===== src/rtl/pru_pkg.sv =====
package pru_pkg;
  typedef enum logic [2:0] {
    SEL_LCD,
    SEL_KEY,
    SEL_RSVD,
    SEL_PD,
    SEL_PAC,
    SEL_DIR,
    SEL_NONE
  } sel_e;

  // word indices of the decoded window
  localparam int unsigned WI_KEY      = 4;
  localparam int unsigned WI_RSVD_LO  = 5;
  localparam int unsigned WI_RSVD_HI  = 8;
  localparam int unsigned WI_PD       = 9;
  localparam int unsigned WI_PAC      = 10;
  localparam int unsigned WI_DIR      = 11;
  localparam int unsigned NPORTS      = 2;
endpackage


===== src/rtl/pru_addr_decode.sv =====
module pru_addr_decode
  import pru_pkg::*;
#(
  parameter int unsigned ADDR_W = 8
) (
  input  logic [ADDR_W-1:0] addr_i,
  output sel_e              sel_o,
  output logic [1:0]        lcd_reg_o
);
  localparam int unsigned WW = ADDR_W - 2;

  logic [WW-1:0] widx;
  assign widx      = addr_i[ADDR_W-1:2];
  assign lcd_reg_o = widx[1:0];

  always_comb begin
    if (addr_i[1:0] != 2'b00)              sel_o = SEL_NONE;
    else if (widx < WW'(WI_KEY))           sel_o = SEL_LCD;
    else if (widx == WW'(WI_KEY))          sel_o = SEL_KEY;
    else if (widx <= WW'(WI_RSVD_HI) &&
             widx >= WW'(WI_RSVD_LO))      sel_o = SEL_RSVD;
    else if (widx == WW'(WI_PD))           sel_o = SEL_PD;
    else if (widx == WW'(WI_PAC))          sel_o = SEL_PAC;
    else if (widx == WW'(WI_DIR))          sel_o = SEL_DIR;
    else                                   sel_o = SEL_NONE;
  end
endmodule


===== src/rtl/pru_gpio_port.sv =====
module pru_gpio_port #(
  parameter int unsigned W = 32
) (
  input  logic         clk_i,
  input  logic         rst_ni,
  input  logic         wr_i,
  input  logic [W-1:0] wdata_i,
  input  logic [W-1:0] dir_i,
  input  logic [W-1:0] pad_i,
  output logic [W-1:0] pad_o,
  output logic [W-1:0] oe_o,
  output logic [W-1:0] rdata_o
);
  logic [W-1:0] latch_q;

  always_ff @(posedge clk_i or negedge rst_ni) begin
    if (!rst_ni)   latch_q <= '0;
    else if (wr_i) latch_q <= wdata_i;
  end

  assign pad_o   = latch_q;
  assign oe_o    = dir_i;
  assign rdata_o = (dir_i & latch_q) | (~dir_i & pad_i);


  latch_hold_chk: assert property (@(posedge clk_i) disable iff (!rst_ni)
    !wr_i |=> $stable(pad_o));
endmodule


===== src/rtl/pru_lcd_bridge.sv =====
module pru_lcd_bridge #(
  parameter int unsigned EN_CYCLES = 4
) (
  input  logic       clk_i,
  input  logic       rst_ni,
  input  logic       start_i,
  input  logic       rd_i,
  input  logic [1:0] reg_i,
  input  logic [7:0] wdata_i,
  input  logic [7:0] lcd_din_i,
  output logic       lcd_en_o,
  output logic       lcd_rd_o,
  output logic [1:0] lcd_reg_o,
  output logic [7:0] lcd_dout_o,
  output logic       lcd_doe_o,
  output logic       done_o,
  output logic [7:0] rdata_o
);
  localparam int unsigned CNT_W = $clog2(EN_CYCLES + 1);

  logic [CNT_W-1:0] cnt_q;

  always_ff @(posedge clk_i or negedge rst_ni) begin
    if (!rst_ni) begin
      lcd_en_o   <= 1'b0;
      lcd_rd_o   <= 1'b1;
      lcd_reg_o  <= '0;
      lcd_dout_o <= '0;
      done_o     <= 1'b0;
      rdata_o    <= '0;
      cnt_q      <= '0;
    end else begin
      done_o <= 1'b0;
      if (start_i) begin
        lcd_en_o   <= 1'b1;
        lcd_rd_o   <= rd_i;
        lcd_reg_o  <= reg_i;
        lcd_dout_o <= wdata_i;
        cnt_q      <= '0;
      end else if (lcd_en_o) begin
        if (cnt_q == CNT_W'(EN_CYCLES - 1)) begin
          lcd_en_o <= 1'b0;
          done_o   <= 1'b1;
          rdata_o  <= lcd_din_i; // last strobe cycle
        end else begin
          cnt_q <= cnt_q + 1'b1;
        end
      end
    end
  end

  assign lcd_doe_o = lcd_en_o & ~lcd_rd_o;


  en_end_chk: assert property (@(posedge clk_i) disable iff (!rst_ni)
    $fell(lcd_en_o) |-> done_o);

  lcd_reg_stable_chk: assert property (@(posedge clk_i) disable iff (!rst_ni)
    (lcd_en_o && $past(lcd_en_o)) |-> $stable(lcd_reg_o) && $stable(lcd_rd_o));
endmodule


===== src/rtl/port_repl_unit.sv =====
module port_repl_unit
  import pru_pkg::*;
#(
  parameter int unsigned ADDR_W        = 8,
  parameter int unsigned LCD_EN_CYCLES = 4
) (
  input  logic              clk_i,
  input  logic              rst_ni,
  input  logic              cs_i,
  input  logic              we_i,
  input  logic [ADDR_W-1:0] addr_i,
  input  logic [31:0]       wdata_i,
  output logic [31:0]       rdata_o,
  output logic              ack_o,
  input  logic [31:0]       pad_d_i,
  output logic [31:0]       pad_d_o,
  output logic [31:0]       pad_d_oe_o,
  input  logic [31:0]       pad_ac_i,
  output logic [31:0]       pad_ac_o,
  output logic [31:0]       pad_ac_oe_o,
  output logic [1:0]        lcd_reg_o,
  output logic              lcd_rd_o,
  output logic              lcd_en_o,
  output logic [7:0]        lcd_data_o,
  output logic              lcd_data_oe_o,
  input  logic [7:0]        lcd_data_i,
  input  logic [4:0]        key_code_i,
  input  logic              key_down_i
);
  localparam int unsigned DW = 32;

  sel_e        sel;
  logic [1:0]  dec_reg;
  logic        accept, reg_acc, lcd_start, lcd_done;
  logic        ack_q;
  logic [DW-1:0] dir_q, rdata_q, rd_mux;
  logic [7:0]  lcd_rdata;

  logic [NPORTS-1:0][DW-1:0] p_in, p_out, p_oe, p_rd;
  logic [NPORTS-1:0]         p_wr;

  pru_addr_decode #(.ADDR_W(ADDR_W)) u_dec (
    .addr_i    (addr_i),
    .sel_o     (sel),
    .lcd_reg_o (dec_reg)
  );

  assign accept    = cs_i & ~ack_o & ~lcd_en_o;
  assign lcd_start = accept & (sel == SEL_LCD);
  assign reg_acc   = accept & (sel != SEL_LCD) & (sel != SEL_NONE);

  assign p_in[0] = pad_d_i;
  assign p_in[1] = pad_ac_i;
  assign p_wr[0] = reg_acc & we_i & (sel == SEL_PD);
  assign p_wr[1] = reg_acc & we_i & (sel == SEL_PAC);

  for (genvar g = 0; g < NPORTS; g++) begin : g_port
    pru_gpio_port #(.W(DW)) u_port (
      .clk_i   (clk_i),
      .rst_ni  (rst_ni),
      .wr_i    (p_wr[g]),
      .wdata_i (wdata_i),
      .dir_i   (dir_q),
      .pad_i   (p_in[g]),
      .pad_o   (p_out[g]),
      .oe_o    (p_oe[g]),
      .rdata_o (p_rd[g])
    );
  end

  assign pad_d_o     = p_out[0];
  assign pad_d_oe_o  = p_oe[0];
  assign pad_ac_o    = p_out[1];
  assign pad_ac_oe_o = p_oe[1];

  pru_lcd_bridge #(.EN_CYCLES(LCD_EN_CYCLES)) u_lcd (
    .clk_i      (clk_i),
    .rst_ni     (rst_ni),
    .start_i    (lcd_start),
    .rd_i       (~we_i),
    .reg_i      (dec_reg),
    .wdata_i    (wdata_i[7:0]),
    .lcd_din_i  (lcd_data_i),
    .lcd_en_o   (lcd_en_o),
    .lcd_rd_o   (lcd_rd_o),
    .lcd_reg_o  (lcd_reg_o),
    .lcd_dout_o (lcd_data_o),
    .lcd_doe_o  (lcd_data_oe_o),
    .done_o     (lcd_done),
    .rdata_o    (lcd_rdata)
  );

  always_comb begin
    unique case (sel)
      SEL_KEY: rd_mux = DW'({key_down_i, 2'b00, key_code_i});
      SEL_PD:  rd_mux = p_rd[0];
      SEL_PAC: rd_mux = p_rd[1];
      SEL_DIR: rd_mux = dir_q;
      default: rd_mux = '0;
    endcase
  end

  always_ff @(posedge clk_i or negedge rst_ni) begin
    if (!rst_ni) begin
      ack_q   <= 1'b0;
      rdata_q <= '0;
      dir_q   <= '0;
    end else begin
      ack_q <= reg_acc;
      if (reg_acc) rdata_q <= rd_mux;
      if (reg_acc & we_i & (sel == SEL_DIR)) dir_q <= wdata_i;
    end
  end

  assign ack_o   = ack_q | lcd_done;
  assign rdata_o = lcd_done ? DW'(lcd_rdata) : rdata_q;


  ack_pulse_chk: assert property (@(posedge clk_i) disable iff (!rst_ni)
    ack_o |=> !ack_o);

  en_ack_excl_chk: assert property (@(posedge clk_i) disable iff (!rst_ni)
    lcd_en_o |-> !ack_o);

  unmapped_no_ack_chk: assert property (@(posedge clk_i) disable iff (!rst_ni)
    (cs_i && sel == SEL_NONE && !ack_o && !lcd_en_o) |=> !ack_o);

  dir_hold_chk: assert property (@(posedge clk_i) disable iff (!rst_ni)
    !(cs_i && we_i && sel == SEL_DIR) |=> $stable(pad_d_oe_o));
endmodule


===== config.mk =====
export PLATFORM = sky130hd
export DESIGN_NAME = port_repl_unit
export DESIGN_NICKNAME = d
export VERILOG_FILES = /design/src/rtl/pru_pkg.sv /design/src/rtl/pru_addr_decode.sv /design/src/rtl/pru_gpio_port.sv /design/src/rtl/pru_lcd_bridge.sv /design/src/rtl/port_repl_unit.sv
export SDC_FILE = /design/constraint.sdc
export NUM_CORES = 1
export LEC_CHECK = 0
export ABC_AREA = 0
export CORE_MARGIN = 8
export CORE_UTILIZATION = 49
export CTS_BUF_LIST = sky130_fd_sc_hd__clkbuf_2
export DETAILED_ROUTE_END_ITERATION = 12
export MAX_ROUTING_LAYER = met4
export PLACE_DENSITY = 0.87
export REMOVE_ABC_BUFFERS = 1
export SYNTH_ARGS = -nofsm -noshare
export SYNTH_HDL_FRONTEND = slang
export SYNTH_SLANG_ARGS = --single-unit

===== constraint.sdc =====
create_clock -name clk_i -period 3.3 [get_ports clk_i]
set_input_delay 0.66 -clock clk_i [delete_from_list [all_inputs] [get_ports clk_i]]
set_output_delay 0.66 -clock clk_i [all_outputs]
set_load 0.05 [all_outputs]

# [Word-level counts from Yosys, hierarchy flattened]
# Cells that the tools add are included.
[classes] n_addsub=1 multipliers=0 n_div=0 n_lt_le_gt_ge=3 n_eq_ne=11 shifts=0 muxes=18 n_bitwise=23 reduce_logical=7
[ops] op="bitwise AND 32 bit" n=4
[ops] op="one-hot mux 32 bit (4 select lines)" n=1
[ops] op="bitwise OR 32 bit" n=2
[ops] op="2-to-1 mux 32 bit" n=1
[ops] op="inverter 32 bit" n=1
[ops] op="2-to-1 mux 3 bit" n=9
[ops] op="== test 6 x 4 -> 1 bit, second input constant" n=3
[ops] op="bitwise AND 1 bit" n=10
[ops] op="== test 3 x 2 -> 1 bit, second input constant" n=2
[ops] op="== test 3 bit, second input constant" n=2
[ops] op="== test 6 x 3 -> 1 bit, second input constant" n=1
[ops] op=">= comparator 6 x 3 -> 1 bit, second input constant" n=1
[ops] op="less-or-equal comparator 6 x 4 -> 1 bit, second input constant" n=1
[ops] op="< comparator 6 x 3 -> 1 bit, second input constant" n=1
[ops] op="2-to-1 mux 1 bit" n=6
[ops] op="inverter 1 bit" n=5
[ops] op="nonzero test 2 bit" n=2
[ops] op="adder 3 x 1 -> 3 bit, second input constant" n=1
[ops] op="== test 3 x 1 -> 1 bit, second input constant" n=1
[ops] op="logical NOT 3 bit" n=1
[ops] op="inequality test 3 bit, second input constant" n=1
[ops] op="AND reduction 3 bit" n=1
[ops] op="nonzero test 3 bit" n=1
[ops] op="2-to-1 mux 2 bit" n=1
[ops] op="other kinds (4)" n=4
[word_totals] regBits=153 latch_bits=0 mem_bits_rw=0 romBits=0 output_inout_bits=174 word_cells=75 mem_count=0

# [Depth between registers and ports, before layout]
[logic_depth] depth_word=13 depth_mapped=7

# [Modules after synthesis]
# From an unflattened synthesis, not the netlist that was laid out.
[unflattened] cells_unflattened=613 hier_area_um2=8456.9
[by_module_without_submodules] module="pru_gpio_port" n_inst=2 cells_each=132 area_each_um2=1945.6 seq_area_each_um2=800.8
[by_module_without_submodules] module="port_repl_unit" n_inst=1 cells_each=279 area_each_um2=3547.2 seq_area_each_um2=1626.6
[by_module_without_submodules] module="pru_lcd_bridge" n_inst=1 cells_each=59 area_each_um2=945.9 seq_area_each_um2=601.8
[by_module_without_submodules] module="pru_addr_decode" n_inst=1 cells_each=11 area_each_um2=72.6 seq_area_each_um2=0.0

# [Worst setup path before layout]
# Ideal clock, no wire load.
[synth_path] path_kind="reg2out" from="register u_lcd.lcd_en_o" to="output lcd_data_oe_o" arrival_ns=1.444 t_required_ns=2.640 slack_ns=1.196 stages_incl_launch_ff=2 n_path_buf=0 path_cell_list="dfrtp_1 > nor2b_1"
[synth_between] elab_chain_cells=1
[synth_rtl] item="start: declaration" line_no="pru_lcd_bridge.sv:11" text="output logic lcd_en_o,"
[synth_rtl] item="start signal: assignment" line_no="pru_lcd_bridge.sv:25" text="lcd_en_o <= 1'b0;"
[synth_rtl] item="start signal: assignment" line_no="pru_lcd_bridge.sv:35" text="lcd_en_o <= 1'b1;"
[synth_rtl] item="start signal: assignment" line_no="pru_lcd_bridge.sv:42" text="lcd_en_o <= 1'b0;"
[synth_rtl] item="bitwise AND 1 bit" line_no="pru_lcd_bridge.sv:52" text="assign lcd_doe_o = lcd_en_o & ~lcd_rd_o;"
[synth_rtl] item="end: declaration" line_no="port_repl_unit.sv:25" text="output logic lcd_data_oe_o,"
# No other way between the ends.

# [Worst setup path in the final report]
[layout_path] from="register u_lcd.done_o" to="output rdata_o[24]"
[layout_between] elab_chain_cells=1
[layout_rtl] item="start: declaration" line_no="pru_lcd_bridge.sv:16" text="output logic done_o,"
[layout_rtl] item="start signal: assignment" line_no="pru_lcd_bridge.sv:29" text="done_o <= 1'b0;"
[layout_rtl] item="start signal: assignment" line_no="pru_lcd_bridge.sv:33" text="done_o <= 1'b0;"
[layout_rtl] item="start signal: assignment" line_no="pru_lcd_bridge.sv:43" text="done_o <= 1'b1;"
[layout_rtl] item="2-to-1 mux 32 bit" line_no="port_repl_unit.sv:116" text="assign rdata_o = lcd_done ? DW'(lcd_rdata) : rdata_q;"
[layout_rtl] item="end: declaration" line_no="port_repl_unit.sv:13" text="output logic [31:0] rdata_o,"
# No other way between the ends.

==> summary.md <==
| Metric | Value |
|---|---|
| Status | `finished clean` |
| Max stage delay cell, worst path | `clkdlybuf4s50_1` |
| RSZ-0062 raised after global routing | `false` |
| DIE WIDTH | `139 um` |
| Post-CTS resize count | `0` |
| Drt wl/cell | `21.3 um` |
| Largest family of logic cells by synthesized area | `multiplexers` |
| CP Data Arrival Time | `2380 ps` |
| Register area share after synthesis | `51.6%` |
| Final setup TNS | `0 ps` |
| Skew final | `26.1 ps` |
| Synth Register Bits | `153` |
| Global-route wire length before repair | `36,600 um` |
| Count of cell types in the netlist | `47` |
| Layout Area Growth over Synthesis | `42.8%` |
| Total vias in the final route | `6,007` |
| Routed metal-1 wire length | `9370 um` |
| Layout cells sized above 1 | `18.5%` |
| H-Tree Depth | `4` |
| Reg2Reg Depth | `6` |
| Slew margin rel. | `53.8%` |
| DRT Pass-1 Iters | `6` |
| Async SR Flop Fraction | `100%` |
| Mapped Area | `0.00743 mm2` |
| Worst r2r src | `u_lcd.done_o$_DFF_PN0_` |
| Worst ir drop on vdd | `0.000201 V` |
| Crit. End Element | `output pin` |
| # DRC | `0` |
| Std-Cell Rows | `45` |
| Syn Area/Cell | `12.0 um2` |
| Power density over cell area | `411 mW/mm2` |
| Vias/cell | `5.54` |
| Top routing layer in use | `met4` |
| Mux cell area share after synthesis | `19.7%` |
| Vias in the first global route | `6,452` |
| Leakage | `4.77 nW` |
| Clock Latency Late Sink | `720 ps` |
| Nature of the critical path startpoint | `flop` |
| Post-synthesis simple-gate area fraction | `6.82%` |
| Gp weighted congestion | `0.854` |
| Post-synth EDFFs | `0` |
| Reg clk slew, reported paths | `220 ps` |
| Fin nets | `1,007` |
| CP max stage delay | `840 ps` |
| Synth Area in XOR/XNOR | `0.236%` |
| Setup-failing EPs final | `0` |
| Fin. max-slew vios | `0` |
| Worst slew pin tran | `693 ps` |
| HP Class | `primary input to async pin` |
| Top-level I/O count | `296` |
| Die Ht | `139 um` |
| Dpl hpwl | `17,100 um` |
| Hold Vio Cnt, Final | `0` |
| Warnings, synthesis | `0` |
| Final min period | `3040 ps` |
| # port buffers | `295` |
| Total grt overflow | `0` |
| Final antenna-violating net count | `0` |
| Max_cap viols | `0` |
| Synth Instances | `617` |
| CP top delay family | `buffers and inverters` |
| Worst reg2reg path endpoint | `g_port[0].u_port.pad_o[2]$_DFFE_PN0P_` |
| CP Buf/Inv Count | `2` |
| Deepest clock path buffer count | `2` |
| Kind of critical path | `flop to output pin` |
| Core area | `0.0150 mm2` |
| CTS Sinks | `153` |
| Worst endpoint required time | `2640 ps` |
| Final WL | `23,100 um` |
| Gr usage total | `24.9%` |
| CP Max Fanout | `15` |
| Metal3 WL | `1740 um` |
| DR iter-0 viols | `329` |
| CTS Buf Count | `17` |
| CTS Root Cell | `clkbuf_2` |
| Crit path cell chain | `buf_4 > nor2b_1 > clkdlybuf4s50_1` |
| CTS tree | `done` |
| Initial Utilization | `49.4%` |
| Critical path origin | `u_lcd.done_o$_DFF_PN0_` |
| Total power draw | `4.36 mW` |
| Post-CTS Setup Bufs | `0` |
| Die area | `0.0194 mm2` |
| Met2 WL | `11,600 um` |
| Initial antenna violation count | `1` |
| Main flop type after synthesis | `dfrtp_1` |
| Largest net degree at the start of global routing | `77` |
| R2R setup slack | `970 ps` |
| Post-route clock period utilization | `92.2%` |
| Fmax | `329 MHz` |
| Adder-Cell Fraction of Synth Area | `0.337%` |
| Compound-Gate Fraction of Synth Area | `15.0%` |
## sequential cells by signal (all words and copies together) (netlist names)
register	flops
u_lcd.lcd_en_o	1
dir_q	32
u_lcd.rdata_o	8
u_lcd.lcd_reg_o	2
rdata_q	32
ack_q	1
g_port.u_port.pad_o	64
u_lcd.done_o	1
u_lcd.lcd_rd_o	1
u_lcd.cnt_q	3
u_lcd.lcd_dout_o	8
## where the power goes
group / leakage, nW / internal (mW) / switching, mW
Clock: 0.131 / 0.412 / 0.661
Combinational: 2.55 / 0.490 / 0.666
Sequential: 2.09 / 2.03 / 0.0982
Total: 4.77 / 2.93 / 1.42
## through the flow
stage,setup slack [ps],hold slack (ps),util (%),cell area [um2],instances
after floorplan,499,364,-,6990,547
after global placement,418,454,68.8,10300,1051
after detailed placement,389,463,68.8,10300,1051
after CTS,156,440,70.5,10600,1084
after global routing,73.9,417,70.5,10600,1085
final,259,491,70.5,10600,1085
## cells in the final DEF, fill, tap and decap left out, drive strengths merged, types with 14 or more instances in the layout
| master | count |
|---|---|
| clkdlybuf4s50 | 283 |
| a21o | 18 |
| a21oi | 14 |
| o21a | 26 |
| a22oi | 18 |
| o211ai | 18 |
| buf | 33 |
| nor2 | 14 |
| o21ai | 29 |
| nand2 | 30 |
| nor2b | 29 |
| clkbuf | 18 |
| dfrtp | 152 |
| mux2 | 122 |
## area by class of cell
class / instances / area [um2]
diodes: 1 / 2.50
clock buffers: 18 / 90.1
inverters: 9 / 33.8
repair buffers: 317 / 3110
flip-flops and latches: 153 / 3830
well taps: 188 / 235
clock inverters: 14 / 156
multi-input cells: 385 / 3140
fillers: 1106 / 4430
## cell usage after synthesis (3+ instances only)
cell type	instances	area [um2]
clkbuf_1	13	48.8
a22o_1	8	70.1
a21o_1	18	135
buf_4	33	248
mux2_2	88	991
o22ai_1	8	50.1
nor2_1	14	52.6
a21oi_1	14	70.1
o21a_1	26	195
a32oi_1	6	52.6
buf_6	4	45.0
a22oi_1	18	135
mux2_1	34	383
nor3_1	3	15.0
mux2i_1	9	90.1
o21ai_1	9	45.0
buf_1	7	26.3
a31oi_1	4	25.0
inv_1	9	33.8
o211ai_1	18	135
nand2_1	30	113
buf_2	13	65.1
nor2b_1	29	181
a32o_1	4	40.0
dfrtp_1	152	3800
o21ai_0	20	100
## cells by family after synthesis
| group | count (synthesis) |
|---|---|
| DFF | 153 |
| and+or+nand+nor | 90 |
| xor gates and xnor gates | 2 |
| adders and majority gates | 2 |
| muxes | 131 |
| AOI/OAI and AO/OA | 160 |
| buffers and inverters | 79 |
## per-layer routing
metal	track usage, %	vias up
li1	-	2744
met3	7.44	29
met2	41.4	242
met1	28.8	2992
met5	-	-
met4	7.45	0
## how the worst max path moves through the flow
stage,endpoint,slack (ps),cells past startpoint
finish,rdata_o[24],260,3
global route,rdata_o[24],70,3
global placement,g_port[0].u_port.pad_o[31]$_DFFE_PN0P_,420,6
CTS,rdata_o[24],160,3
floorplan,dir_q[3]$_DFFE_PN0P_,500,4
detailed placement,g_port[0].u_port.pad_o[20]$_DFFE_PN0P_,390,6
## timing repair
item | 4_1_cts | 5_1_grt
hold buffers | 1 | 0
hold endpoints to repair | 73 | 0
endpoints found under the setup margin | 0 | 0
Note: power is estimated with default switching activity, not from simulation.
